===== src/rtl/vfir_pkg.sv =====
// Package: vfir_pkg
// Shared defaults and helpers for the broadcast-lane vector FIR.
// Assumes lane 0 is the bottom lane and lane NTAPS-1 is the output lane.
package vfir_pkg;

    localparam int VFIR_NTAPS    = 4;
    localparam int VFIR_SAMPLE_W = 16;
    localparam int VFIR_COEF_W   = 16;
    localparam int VFIR_ACC_W    = 40;
    localparam int VFIR_FRAC_W   = 15;

    // Tap number served by a given lane: the top lane weights the newest sample.
    function automatic int tap_of_lane(input int lane, input int ntaps);
        return ntaps - 1 - lane;
    endfunction

endpackage


===== src/rtl/vfir_coef_bank.sv =====
// Module: vfir_coef_bank
// Holds one coefficient register per tap and writes one tap per cycle.
// Assumes an index at or above NTAPS writes nothing. Reset clears every tap to zero.
module vfir_coef_bank #(
    parameter int NTAPS  = 4,
    parameter int COEF_W = 16,
    localparam int IDX_W = (NTAPS > 1) ? $clog2(NTAPS) : 1
) (
    input  logic                          clk,
    input  logic                          rst_n,
    input  logic                          wr_en,
    input  logic [IDX_W-1:0]              wr_idx,
    input  logic [COEF_W-1:0]             wr_data,
    output logic [NTAPS-1:0][COEF_W-1:0]  taps
);

    for (genvar k = 0; k < NTAPS; k++) begin : g_tap
        // Tap register k: loaded when the write addresses it.
        always_ff @(posedge clk) begin
            if (!rst_n) begin
                taps[k] <= '0;
            end else if (wr_en && (int'(wr_idx) == k)) begin
                taps[k] <= wr_data;
            end
        end
    end

    // A cycle without a write leaves every tap unchanged.
    assert_coef_hold_R6: assert property (@(posedge clk) disable iff (!rst_n)
        !wr_en |=> $stable(taps));

    // A write lands in the addressed tap on the next cycle.
    assert_coef_write_R6: assert property (@(posedge clk) disable iff (!rst_n)
        (wr_en && (int'(wr_idx) < NTAPS)) |=> (taps[$past(wr_idx)] == $past(wr_data)));

endmodule


===== src/rtl/vfir_lane.sv =====
// Module: vfir_lane
// One accumulator lane. On a step it takes the value of the lane below, already shifted up,
// and adds the broadcast sample times this lane's coefficient.
// Assumes ACC_W >= SAMPLE_W + COEF_W and that clear has priority over step.
module vfir_lane #(
    parameter int SAMPLE_W = 16,
    parameter int COEF_W   = 16,
    parameter int ACC_W    = 40
) (
    input  logic                       clk,
    input  logic                       rst_n,
    input  logic                       clr,
    input  logic                       step,
    input  logic signed [SAMPLE_W-1:0] x,
    input  logic signed [COEF_W-1:0]   coef,
    input  logic signed [ACC_W-1:0]    carry_in,
    output logic signed [ACC_W-1:0]    acc_q,
    output logic signed [ACC_W-1:0]    acc_d
);

    localparam int PROD_W = SAMPLE_W + COEF_W;

    logic signed [PROD_W-1:0] prod;

    // Lane multiply: broadcast sample times lane coefficient.
    always_comb prod = x * coef;

    // Next lane value: shifted-in partial sum plus this lane's product.
    always_comb acc_d = carry_in + ACC_W'(prod);

    // Lane register: reset and clear empty it, a step loads the new sum.
    always_ff @(posedge clk) begin
        if (!rst_n) begin
            acc_q <= '0;
        end else if (clr) begin
            acc_q <= '0;
        end else if (step) begin
            acc_q <= acc_d;
        end
    end

    assert_clear_zero_R7: assert property (@(posedge clk) disable iff (!rst_n)
        clr |=> (acc_q == '0));

    assert_idle_hold_R9: assert property (@(posedge clk) disable iff (!rst_n)
        (!clr && !step) |=> $stable(acc_q));

endmodule


===== src/rtl/vfir_out_stage.sv =====
// Module: vfir_out_stage
// Rounds the finished top-lane sum (half toward plus infinity), saturates it to OUT_W bits
// and registers it with a valid flag. Assumes FRAC_W >= 1.
module vfir_out_stage #(
    parameter int ACC_W  = 40,
    parameter int OUT_W  = 16,
    parameter int FRAC_W = 15
) (
    input  logic                    clk,
    input  logic                    rst_n,
    input  logic                    step,
    input  logic signed [ACC_W-1:0] top_next,
    output logic                    out_valid,
    output logic [OUT_W-1:0]        out_data
);

    localparam logic signed [ACC_W-1:0] SAT_HI = ACC_W'((64'sd1 <<< (OUT_W - 1)) - 64'sd1);
    localparam logic signed [ACC_W-1:0] SAT_LO = -SAT_HI - ACC_W'(1);
    localparam logic signed [ACC_W-1:0] BIAS   = ACC_W'(64'sd1 <<< (FRAC_W - 1));

    logic signed [ACC_W-1:0] biased;
    logic signed [ACC_W-1:0] scaled;
    logic        [OUT_W-1:0] clamped;

    // Rounding: add half an output step, then arithmetic shift back to output scale.
    always_comb begin
        biased = top_next + BIAS;
        scaled = biased >>> FRAC_W;
    end

    // Saturation: clamp the scaled value into the signed output range.
    always_comb begin
        if (scaled > SAT_HI) begin
            clamped = SAT_HI[OUT_W-1:0];
        end else if (scaled < SAT_LO) begin
            clamped = SAT_LO[OUT_W-1:0];
        end else begin
            clamped = scaled[OUT_W-1:0];
        end
    end

    // Output register: valid follows each step by one cycle, data is held otherwise.
    always_ff @(posedge clk) begin
        if (!rst_n) begin
            out_valid <= 1'b0;
            out_data  <= '0;
        end else begin
            out_valid <= step;
            if (step) begin
                out_data <= clamped;
            end
        end
    end

    assert_valid_after_step_R2: assert property (@(posedge clk) disable iff (!rst_n)
        step |=> out_valid);

    assert_no_spurious_valid_R2: assert property (@(posedge clk) disable iff (!rst_n)
        !step |=> !out_valid);

    assert_sat_high_R5: assert property (@(posedge clk) disable iff (!rst_n)
        (step && (top_next >= (SAT_HI <<< FRAC_W))) |=> (out_data == SAT_HI[OUT_W-1:0]));

endmodule


===== src/rtl/vfir_vector.sv =====
// Module: vfir_vector
// Four-tap (default) FIR built from accumulator lanes. Every accepted sample is broadcast
// to all lanes. The lane vector shifts up one lane with zero entering the bottom, and each
// lane multiply-accumulates with its own coefficient. The top lane's new value is the
// output for that sample.
// Assumes clear and coefficient load both stall sample intake for their cycle.
module vfir_vector #(
    parameter int NTAPS    = vfir_pkg::VFIR_NTAPS,
    parameter int SAMPLE_W = vfir_pkg::VFIR_SAMPLE_W,
    parameter int COEF_W   = vfir_pkg::VFIR_COEF_W,
    parameter int ACC_W    = vfir_pkg::VFIR_ACC_W,
    parameter int FRAC_W   = vfir_pkg::VFIR_FRAC_W,
    localparam int IDX_W   = (NTAPS > 1) ? $clog2(NTAPS) : 1
) (
    input  logic                clk,
    input  logic                rst_n,
    input  logic                clr,
    input  logic                in_valid,
    output logic                in_ready,
    input  logic [SAMPLE_W-1:0] in_data,
    input  logic                coef_we,
    input  logic [IDX_W-1:0]    coef_idx,
    input  logic [COEF_W-1:0]   coef_data,
    output logic                out_valid,
    output logic [SAMPLE_W-1:0] out_data
);

    logic                               step;
    logic [NTAPS-1:0][COEF_W-1:0]       taps;
    logic signed [ACC_W-1:0]            lane_q [NTAPS];
    logic signed [ACC_W-1:0]            lane_d [NTAPS];

    // Intake control: a load or a clear in this cycle holds back the sample.
    always_comb begin
        in_ready = !(clr || coef_we);
        step     = in_valid && in_ready;
    end

    vfir_coef_bank #(
        .NTAPS  (NTAPS),
        .COEF_W (COEF_W)
    ) i_coef_bank (
        .clk     (clk),
        .rst_n   (rst_n),
        .wr_en   (coef_we),
        .wr_idx  (coef_idx),
        .wr_data (coef_data),
        .taps    (taps)
    );

    for (genvar i = 0; i < NTAPS; i++) begin : g_lane
        localparam int TAP = vfir_pkg::tap_of_lane(i, NTAPS);
        logic signed [ACC_W-1:0] below;

        // Shift source: the bottom lane takes zero, every other lane the one beneath it.
        if (i == 0) begin : g_bottom
            always_comb below = '0;
        end else begin : g_upper
            always_comb below = lane_q[i-1];
        end

        vfir_lane #(
            .SAMPLE_W (SAMPLE_W),
            .COEF_W   (COEF_W),
            .ACC_W    (ACC_W)
        ) i_lane (
            .clk      (clk),
            .rst_n    (rst_n),
            .clr      (clr),
            .step     (step),
            .x        ($signed(in_data)),
            .coef     ($signed(taps[TAP])),
            .carry_in (below),
            .acc_q    (lane_q[i]),
            .acc_d    (lane_d[i])
        );
    end

    vfir_out_stage #(
        .ACC_W  (ACC_W),
        .OUT_W  (SAMPLE_W),
        .FRAC_W (FRAC_W)
    ) i_out_stage (
        .clk       (clk),
        .rst_n     (rst_n),
        .step      (step),
        .top_next  (lane_d[NTAPS-1]),
        .out_valid (out_valid),
        .out_data  (out_data)
    );

    assert_load_stalls_R1: assert property (@(posedge clk) disable iff (!rst_n)
        (coef_we && in_valid) |=> !out_valid);

    assert_clear_stalls_R1: assert property (@(posedge clk) disable iff (!rst_n)
        (clr && in_valid) |=> !out_valid);

    assert_accept_output_R2: assert property (@(posedge clk) disable iff (!rst_n)
        (in_valid && in_ready) |=> out_valid);

    assert_bottom_zero_fill_R3: assert property (@(posedge clk) disable iff (!rst_n)
        (in_valid && in_ready && !clr) |=>
            (lane_q[0] == ACC_W'($past($signed(in_data)) * $past($signed(taps[NTAPS-1])))));

endmodule


===== config.mk =====
export PLATFORM = sky130hd
export DESIGN_NAME = vfir_vector
export DESIGN_NICKNAME = d
export VERILOG_FILES = /design/src/rtl/vfir_pkg.sv /design/src/rtl/vfir_coef_bank.sv /design/src/rtl/vfir_lane.sv /design/src/rtl/vfir_out_stage.sv /design/src/rtl/vfir_vector.sv
export SDC_FILE = /design/constraint.sdc
export NUM_CORES = 2
export LEC_CHECK = 0
export ABC_AREA = 0
export BUFFER_PORTS_ARGS = -buffer_cell sky130_fd_sc_hd__buf_2
export CAP_MARGIN = 10
export CELL_PAD_IN_SITES_DETAIL_PLACEMENT = 1
export CELL_PAD_IN_SITES_GLOBAL_PLACEMENT = 2
export CORE_AREA = 2 2 332 334
export CTS_BUF_LIST = sky130_fd_sc_hd__clkbuf_8
export CTS_CLUSTER_SIZE = 16
export DETAILED_ROUTE_END_ITERATION = 10
export DIE_AREA = 0 0 334 336
export PLACE_DENSITY_LB_ADDON = 0.15
export SKIP_LAST_GASP = 1
export SLEW_MARGIN = 0
export SYNTH_ARGS = -nofsm -noshare
export SYNTH_HDL_FRONTEND = slang
export SYNTH_SLANG_ARGS = --single-unit

===== constraint.sdc =====
create_clock -name clk -period 12.5 [get_ports clk]
set_clock_uncertainty 0.2 [all_clocks]
set_input_delay 0.625 -clock clk [delete_from_list [all_inputs] [get_ports clk]]
set_output_delay 0.625 -clock clk [all_outputs]
set_load 0.02 [all_outputs]

==> qor.yml <==
status:
  outcome: "finished, final reports clean"
grt:
  grt-ovfl-total: 0
  grt_pass1_wl_mm: 228
  antenna_found_initial: 4
  grt_max_degree: 83
  grt_pass1_vias: 41300
  gr-usage-all-layers_pct: 26.2
die:
  initial_utilization_pct: 46.7
  die_area_um2: 112000
  ioPinCount: 57
  die_w_um: 334
  core_area_um2: 108000
  fp.dieH_um: 336
  core.rowCount: 121
critical_path:
  end_kind: "flop"
  slowest_stage: "dfxtp_1"
  cp.required_ps: 12750
  startpoint_type: "flop"
  crit_type: "flop to flop"
  max_stage_delay_ps: 830
  cpMostUsedCell: "fa_1"
  critPathArrivalTime_ps: 8540
  path_cells: "nand2_1, fa_1, inv_1, fa_1, inv_1, fa_1, inv_1, fa_1, inv_1, fa_1, inv_1, fa_1, ha_1, a211oi_1, o21ai_0, a31o_2, nor3_1, a21oi_1, a21oi_1, xor2_1, o41a_1, o32ai_2"
  cp_max_fo: 17
place:
  portBuffers: 56
  gp_congestion: 0.820
  placed_area_um2: 52000
  dpl_worst_slack_ps: 3790
  dp_hpwl_mm: 110
layout:
  mostFrequentLayoutCells: "inv_1, fa_1, nand2_1, and2_1, ha_1"
  syn_to_final_growth_pct: 3.57
  final_common_cell: "inv_1"
  fillers: 12600
  final_nets: 7042
  drive_gt1_share_pct: 3.33
  fin_area_um2: 52500
route:
  vias: 36000
  vias_per_cell: 5.27
  post-route-drc-count: 0
  wire_per_inst_um: 20.0
  drt_wl_total_mm: 137
  detail_route.first_pass.iterations: 5
  ant_nets: 0
  drt-initial-drc-count: 1534
timing:
  rsz0062_at_grt: "no"
  period_minus_slack_ps: 8290
  timing.fmax_mhz: 121
  slew-limit-headroom_pct: 30.2
  finalCritPeriodShare_pct: 66.3
  finalHoldViolations: 0
  worstMarginPinSlew_ps: 1050
  fin_ws_ps: 4210
  setup_viol: 0
  drv_slew: 0
  tns_ps: 0
clock_network:
  hold_buffers: 0
  ctsResizeCount: 0
  clock_latency_ps: 620
  cts_setup_buffers: 0
  cts-root-buf: "clkbuf_8"
  numCtsBuffers: 17
  ctsHtreeMaxLevel: 4
  clk_pin_slew_ps: 120
  clockBufferDepth: 2
  cts_sinks: 186
  cts_tree: "done"
power_and_ir_drop:
  powerDensity_nw_per_um2: 54.7
  vdd_ir_drop_max_v: 0.0000724
  p_leak_nw: 25.1
synth:
  async_reset_ff_share_pct: 0
  synth_seq_cells: 186
  synth_area_um2: 50700
  syn_area_per_cell_um2: 9.13
  syn_nets: 7190
  synth_cells: 5548
  ys_seq_area_share_pct: 7.35
  synth_ff_type: "dfxtp_1"
  yosys_warnings: 0
  synth_edf_count: 0
  synth_cell_types: 78
run:
  maxCapViolations: 0
worst_hold_path:
  hold_path_class: "input pin to flop"
[critical path, delay by kind of cell (launching register included)]
family                     cells  cell delay, ps
AOI/OAI and AO/OA              7            1970
xor gates and xnor gates       1             230
buffers and inverters          5             630
adders and majority gates      7            3840
and+or+nand+nor                2             420
DFF                            1             830
[registers in the layout, summed over array words and instances (netlist names)]
name and cells:
g_lane.i_lane.acc_q 105, i_coef_bank.taps 64, i_out_stage.out_data 16, i_out_stage.out_valid 1
[cells by family after synthesis]
family          count (synthesis)  synth area share (%)
xor+xnor                      120                  2.09
mux                             3                0.0593
buf+inv                      1536                  11.4
simple gates                 1578                  14.8
fa+ha+maj                    1603                  57.4
flops                         186                  7.35
compound gates                522                  6.82
[cells in the mapped netlist, types with 10 or more instances]
library cell  count  area share, %
a21boi_0         68            1.0
nor3_1           24           0.24
or2_2            10           0.12
nand2_1         847            6.3
xnor2_1          82            1.4
o21bai_1         15           0.22
nand2b_1         63           0.78
a21oi_1         172            1.7
nor2_1           92           0.68
a211oi_1         22           0.33
ha_1            398            9.8
inv_1          1264            9.4
nor2b_1          14           0.17
a21o_1           45           0.67
dfxtp_1         186            7.3
o21a_1           15           0.22
or3_1            10           0.12
fa_1           1205             48
and3_1           17           0.21
nand4_1          11           0.14
o21ai_0          84           0.83
and2_1          424            5.2
o32ai_2          10           0.32
clkbuf_1        260            1.9
xor2_1           37           0.64
a31oi_1          14           0.17
nand3_1          39           0.39
[through the flow]
| stage | hold slack [ps] | instances | util (%) | total power, mW |
|---|---|---|---|---|
| 2_1_floorplan | 232 | 5548 | - | 1.95 |
| 5_1_grt | 120 | 6828 | 48.4 | 3.17 |
| 4_1_cts | 70.4 | 6826 | 48.4 | 2.92 |
| 6_report | 150 | 6833 | 48.4 | 2.87 |
| 3_3_place_gp | 244 | 6794 | 48.0 | 2.36 |
| 3_5_place_dp | 253 | 6794 | 48.0 | 2.41 |
[per-layer routing]
metal / up-vias / global-route usage, % / wire length [µm]
met1: 19200 / 36.1 / 61200
met5: - / 0 / 0
met4: 0 / 6.17 / 2990
li1: 16100 / - / -
met2: 538 / 44.8 / 67400
met3: 118 / 2.61 / 4940
[cell type report]
| class | instances | area [µm²] | share of cell area [%] |
|---|---|---|---|
| tap | 1414 | 1770 | 3.37 |
| sequential | 186 | 3720 | 7.10 |
| inverter | 1264 | 4740 | 9.04 |
| clock inverter | 15 | 170 | 0.324 |
| timing repair buffer | 105 | 652 | 1.24 |
| multi-input combinational | 3826 | 41200 | 78.4 |
| antenna | 6 | 15.0 | 0.0286 |
| clock buffer | 17 | 234 | 0.446 |
[where the power goes]
part | leakage [nW] | switching [mW] | total (mW) | internal (mW)
Sequential | 1.51 | 0.0431 | 0.661 | 0.618
Combinational | 23.4 | 1.05 | 1.73 | 0.681
Clock | 0.211 | 0.300 | 0.483 | 0.183
Total | 25.1 | 1.39 | 2.87 | 1.48
[final timing paths]
kind,startpoint,to,slack [ps],cells after the start
setup / recovery,i_coef_bank.taps[4]$_SDFFE_PN0P_,i_out_stage.out_data[5]$_SDFFE_PN0P_,4210,22
hold / removal,coef_data[7],i_coef_bank.taps[7]$_SDFFE_PN0P_,150,3
setup reg to reg,i_coef_bank.taps[4]$_SDFFE_PN0P_,i_out_stage.out_data[5]$_SDFFE_PN0P_,4210,22
hold reg to reg,g_lane[2].i_lane.acc_q[14]$_SDFFE_PP0P_,g_lane[2].i_lane.acc_q[14]$_SDFFE_PP0P_,270,2
Note: power is estimated with default switching activity, not from simulation.
